**src/rtl/cfg_len_pkg.sv**
```systemverilog
`timescale 1ns/1ps
package cfg_len_pkg;

  typedef enum logic {
    MODE_COUNTED = 1'b0,
    MODE_EXPRESS = 1'b1
  } cfgMode_e;

  // control -> datapath
  typedef struct packed {
    logic cntAdvance;
    logic lenCapture;
  } dpStrobe_t;

  // datapath -> control
  typedef struct packed {
    logic countMatch;
    logic lenIsZero;
  } dpFlags_t;

endpackage

```
**src/rtl/cfg_len_datapath.sv**
```systemverilog
`timescale 1ns/1ps
module cfg_len_datapath
  import cfg_len_pkg::*;
#(
  parameter int CNT_W = 24
) (
  input  logic             clk,
  input  logic             clrN,
  input  dpStrobe_t        strobe,
  input  logic [CNT_W-1:0] lenIn,
  output dpFlags_t         flags,
  output logic [CNT_W-1:0] cntQ,
  output logic [CNT_W-1:0] lenQ
);

  localparam logic [CNT_W-1:0] CNT_ONE  = CNT_W'(1);
  localparam logic [CNT_W-1:0] CNT_ZERO = '0;

  // clock counter, wraps modulo 2^CNT_W
  always_ff @(posedge clk or negedge clrN) begin
    if (!clrN)                 cntQ <= CNT_ZERO;
    else if (strobe.cntAdvance) cntQ <= cntQ + CNT_ONE;
  end

  // expected length register
  always_ff @(posedge clk or negedge clrN) begin
    if (!clrN)                 lenQ <= CNT_ZERO;
    else if (strobe.lenCapture) lenQ <= lenIn;
  end

  always_comb begin
    flags.countMatch = (cntQ == lenQ);
    flags.lenIsZero  = (lenQ == CNT_ZERO);
  end

endmodule

```
**src/rtl/cfg_len_control.sv**
```systemverilog
`timescale 1ns/1ps
module cfg_len_control
  import cfg_len_pkg::*;
(
  input  logic      clk,
  input  logic      clrN,
  input  logic      loadReq,
  input  logic      fullFlag,
  input  cfgMode_e  mode,
  input  dpFlags_t  flags,
  output dpStrobe_t strobe,
  output logic      doneLatch,
  output logic      pulseQ
);

  logic countedOk;
  logic completeNow;

  always_comb begin
    countedOk = flags.countMatch && !flags.lenIsZero;
    unique case (mode)
      MODE_EXPRESS: completeNow = fullFlag;
      default:      completeNow = fullFlag && countedOk;
    endcase
    strobe.cntAdvance = !doneLatch;
    strobe.lenCapture = loadReq;
  end

  always_ff @(posedge clk or negedge clrN) begin
    if (!clrN) begin
      doneLatch <= 1'b0;
      pulseQ    <= 1'b0;
    end else begin
      pulseQ <= completeNow && !doneLatch;
      if (completeNow) doneLatch <= 1'b1;
    end
  end

endmodule

```
**src/rtl/cfg_len_monitor.sv**
```systemverilog
`timescale 1ns/1ps
module cfg_len_monitor
  import cfg_len_pkg::*;
#(
  parameter int CNT_W = 24
) (
  input  logic             cfgClk,
  input  logic             initReady,
  input  logic             lenLoad,
  input  logic [CNT_W-1:0] lenValue,
  input  logic             memFull,
  input  logic             expressMode,
  output logic             startPulse
);

  dpStrobe_t        strobe;
  dpFlags_t         flags;
  logic [CNT_W-1:0] cntVal;
  logic [CNT_W-1:0] lenVal;
  logic             doneLatch;
  cfgMode_e         mode;

  assign mode = cfgMode_e'(expressMode);

  cfg_len_datapath #(.CNT_W(CNT_W)) uDp (
    .clk    (cfgClk),
    .clrN   (initReady),
    .strobe (strobe),
    .lenIn  (lenValue),
    .flags  (flags),
    .cntQ   (cntVal),
    .lenQ   (lenVal)
  );

  cfg_len_control uCtl (
    .clk       (cfgClk),
    .clrN      (initReady),
    .loadReq   (lenLoad),
    .fullFlag  (memFull),
    .mode      (mode),
    .flags     (flags),
    .strobe    (strobe),
    .doneLatch (doneLatch),
    .pulseQ    (startPulse)
  );

endmodule

```
**config.mk**
```make
export PLATFORM = sky130hd
export DESIGN_NAME = cfg_len_monitor
export DESIGN_NICKNAME = d
export VERILOG_FILES = /design/src/rtl/cfg_len_pkg.sv /design/src/rtl/cfg_len_datapath.sv /design/src/rtl/cfg_len_control.sv /design/src/rtl/cfg_len_monitor.sv
export SDC_FILE = /design/constraint.sdc
export NUM_CORES = 1
export LEC_CHECK = 0
export CORE_MARGIN = 5
export CORE_UTILIZATION = 35
export CTS_CLUSTER_DIAMETER = 80
export DETAILED_ROUTE_END_ITERATION = 8
export DONT_BUFFER_PORTS = 1
export GPL_ROUTABILITY_DRIVEN = 0
export SYNTH_ARGS = -nofsm -noshare
export SYNTH_HDL_FRONTEND = slang
export SYNTH_SLANG_ARGS = --single-unit
```
**constraint.sdc**
```tcl
create_clock -name cfgClk -period 2.74 [get_ports cfgClk]
set_clock_uncertainty 0.2 [all_clocks]
set_input_delay 0.274 -clock cfgClk [delete_from_list [all_inputs] [get_ports cfgClk]]
set_output_delay 0.274 -clock cfgClk [all_outputs]
set_load 0.03 [all_outputs]
```
# Yosys cells after proc, flatten, opt, wreduce, memory -nomap -nowiden
# Cells that the tools add are included.
# W data, S select, Z words.
# totals
latch_bits	0
mem_bits_ro	0
word_cells	13
output_inout_bits	1
mem_bits_rw	0
memories	0
in_bits	29
ff_bits	50
# op_classes
order_cmp	0
add_sub_neg	1
eq_ne	1
mul	0
n_bitwise	0
n_reduce_logical	6
div_mod_pow	0
shifts	0
mux	1
# op_table
cell	n
$add A24 B1 Y24 const B	1
$eq A24 B24 Y1	1
$logic_not A24 Y1	1
$logic_and A1 B1 Y1	3
$logic_not A1 Y1	2
$mux W1	1

# Logic depth before layout (Yosys ltp)
# logic_depth
depth_word	6
depth_mapped	6

# Modules after synthesis
# Synthesis repeated with hierarchy kept, for this count alone.
# hier_totals
hier_cells	193
area_unflattened_um2	2397.3
# by_module_without_submodules
module	area_each_um2	cells_each	instances
cfg_len_datapath	2303.5	184	1
cfg_len_control	93.8	9	1

# Least setup slack after synthesis
# OpenSTA, ideal clock, no wires.
# synth_path
kind	register to register
start	register uCtl.doneLatch
end	register uDp.cntQ[20]
arrival_time_ns	1.472
period_less_slack_ns	1.751
required_time_ns	2.461
stages_incl_launch_ff	7
setup_ns	0.079
slack_ns	0.989
path_cell_list	dfrtp_1 > buf_6 > and4b_2 > nand4_4 > or2_1 > nor3_2 > xor2_1
# synth_lines
element	line	text
from (decl)	cfg_len_control.sv:12	output logic doneLatch,
from (signal assigned)	cfg_len_control.sv:31	doneLatch <= 1'b0;
from (signal assigned)	cfg_len_control.sv:35	if (completeNow) doneLatch <= 1'b1;
to (signal assigned)	cfg_len_datapath.sv:22	else if (strobe.cntAdvance) cntQ <= cntQ + CNT_ONE;
to (decl)	cfg_len_datapath.sv:12	output logic [CNT_W-1:0] cntQ,

==> results summary <==
The proportion of netlist area held by the largest area contributor is 0.5328. The number of standard cells after synthesis is 188. The tool flagged a number of max-cap violations equal to 0. The via count of the first global-routing pass came out at 1709. The boundary pin count came out at 30. The biggest area contributor in the post-synthesis netlist is dfrtp_1.

The multi-input combinational cells in the finished layout cover a total of 1056 sq um. The quantity of gates resized following cts is 0. The flow ran to the end, and the final reports show no timing, DRC or antenna violations. The top layer reached by signal wires is met4. The worst setup margin is roughly 900 ps. The leakage dissipation came out at approximately 1.3 nW. The number of antenna violations at the first check in global routing is 0. Measured against its own limit, the worst slew margin works out to 0.8017.

The detailed-route wire length per cell came out at 15.66 um. In the final design database the tool counted 272 nets. VDD sags by at most roughly 0.34 mV. The worst setup path is of the flip-flop to flip-flop kind.

The floorplan has 29 rows. The overall power consumption came out at about 1.5 mW. The filler cells instantiated in the layout total about 570.

The number of endpoints with negative hold slack in the final report is 0. By area the synthesized netlist is led by dfrtp_1 53%, xnor2_1 14%, mux2_2 12%, xor2_1 3.7%, nand4_1 2.1%. In this run the power density over the cells is 509.6 nW/um^2.

The half-perimeter wire length after detailed placement came out at 3319 um. The remaining number of nets flagged by the antenna check after routing came out at 0. The H-tree was split into 2 levels.

The number of max-slew violations in the final report was 0. The instance count after placement with tap cells included is 260. On the final layout, the worst hold slack is approximately 280 ps.

The transition time of the tightest slew-check pin is 294.7 ps. The worst slack at placement came out at 920.4 ps. The worst min-delay path class is input pin to async pin.

The number of buffers inserted by port buffering is 0. The maximum number of pins on one net before global-route repair came out at 51. The synthesis-to-layout area growth is 29.14%. The residual overflow from global routing is 0.

The wire length on met2 came out at 2491 um. Clock tree synthesis selected as its root buffer the cell clkbuf_8. The antenna diode count came out at 0. STA classifies the critical path endpoint as a flip-flop. The floorplan step defined a die boundary enclosing between 8000 and 9000 sq um. TritonCTS built the clock tree.

In this run, distinct cell masters in the synthesized netlist total 27. The routed metal-1 wire length came out at 2225 um. The share of final-layout standard cells stronger than drive strength 1 is 0.1488. The instance area at placement came out at about 2400 sq um. The part of the cycle the worst path needs came out at 0.6724. The count of unresolved DRC violations after routing came out at 0. The worst path in the final design needs a cycle of 1842 ps, including I/O delays and setup.

The final setup violation count came out at 0. From bottom edge to top edge, the die measures 91.92 um. The die is 91.92 um wide. In this run the mean area of a mapped cell was between 10 and 15 sq um. Wires add up to 4996 um.

The tree built by TritonCTS fans out to 50 sinks. The post-layout utilization of the core came out at 0.4722. Registers take 1251 sq um. The global routing usage summed across all routing layers is 0.1273. The placeable core region came out at 6422 sq um. The highest net fanout along the worst path is 8.

The global-route wire length before repair came out at around 8400 um. The initial standard-cell utilization of the core came out at 0.3657. No sink is reached through more buffers than the 2 on the longest clock path. Timing would allow up to ~540 MHz. The CTS clock-pin slew for the worst setup and hold paths is roughly 90 ps. The count of cells in the finished layout, fillers not included, comes to 319. Setup repair after global routing left no endpoint under its margin. The insertion delay of the later-clocked pin in the worst-skew pair is ~300 ps.

The arrival time at the worst endpoint is about 1900 ps. The number of storage elements in the synthesis netlist came out at 50. The number of CTS-inserted buffers is 5. The final total negative setup slack is 0 ps. The summed instance area of the synthesized netlist came out at 2349 sq um. The routed via count divided by cell count came out at 4.909. The data required time at the worst endpoint is roughly 2800 ps.

The warning count from the yosys run is 0. The final design area excluding fillers came out at 3033 sq um. The fraction of the yosys area taken by sequential cells is 0.5328. The net count after synthesis is 218.

Detailed routing placed a total of 138 um of wire on met3. The first TritonRoute pass finished after 4 iterations. The type of origin of the critical path is a flip-flop.

For this block, the initial DRC count from the detailed router was 92. Summing over every cut layer, the via total after detailed routing is approximately 1600.
## flip-flops by register name, summed over array words and instances, names as in the netlist
| name | count |
|---|---|
| uDp.lenQ | 24 |
| uDp.cntQ | 24 |
| uCtl.doneLatch | 1 |
| uCtl.pulseQ | 1 |
## path summary, 6_finish.rpt
kind / from / endpoint / slack [ps] / depth (start not counted)
worst max register to register: uCtl.doneLatch / uDp.cntQ[20] / 900 / 5
max in group asynchronous: initReady / uDp.cntQ[6] / 1840 / 2
min in group cfgClk: uDp.cntQ[23] / uDp.cntQ[23] / 290 / 1
worst min register to register: uDp.cntQ[23] / uDp.cntQ[23] / 290 / 1
worst min-delay path: initReady / uDp.lenQ[17] / 280 / 2
worst max-delay path: uCtl.doneLatch / uDp.cntQ[20] / 900 / 5
## synth_stat cells
cell	instances
a21oi_1	1
a311oi_1	1
and3_1	4
and3_2	1
and4_1	2
and4b_2	1
buf_6	1
clkbuf_1	4
dfrtp_1	50
ha_1	1
inv_1	4
mux2_2	25
nand2_1	4
nand2b_1	1
nand2b_4	1
nand3_1	8
nand4_1	8
nand4_4	1
nand4b_1	2
nor2_1	9
nor3_1	2
nor3_2	1
nor4_1	7
o21bai_1	1
or2_1	1
xnor2_1	37
xor2_1	10
## critical path, stage by stage, from the launching register on
cell	delay, ps
dfrtp_1	450
and4b_2	370
nand4_4	130
or2_1	280
nor3_2	170
xor2_1	160
## placed cells by master (no fill, tap or decap), types with 5 or more instances in the layout
cell type,synthesis,routed
xnor2_1,37,37
dlygate4sd3_1,0,51
nand3_1,8,8
clkbuf_8,0,5
nor2_1,9,9
xor2_1,10,10
mux2_2,25,25
nand4_1,8,8
dfrtp_1,50,50
nor4_1,7,7
## final cells by class
type,count,area share
Clock buffer,7,0.02517
Inverter,4,0.004950
Multi-Input combinational cell,129,0.3482
Sequential cell,50,0.4125
Tap cell,77,0.03177
Timing Repair Buffer,52,0.1774
## power by group
group          switching (mW)  internal, mW
Clock                   0.227         0.176
Sequential             0.0861         0.798
Combinational          0.0855         0.172
## routing by layer
metal / track usage / vias up
met1: 0.1556 / 767
met2: 0.2135 / 25
met3: 0.02946 / 12
met5: 0 / -
li1: - / 762
met4: 0.05817 / 0
## logic make-up after synthesis
group,share of synthesized area
AND/OR/NAND/NOR,0.1401
flip-flops,0.5328
XOR/XNOR,0.1753
multiplexers,0.1199
buffers and inverters,0.01758
AO/OA/AOI/OAI,0.009057
adder cells (fa/ha/maj),0.005327
## timing repair
| action | CTS | global route |
|---|---|---|
| hold endpoints to repair | 76 | 0 |
| setup buffers | 0 | 0 |
| hold buffers | 52 | 0 |
| endpoints found under the setup margin | 0 | 0 |
(Power assumes the default switching activity.)
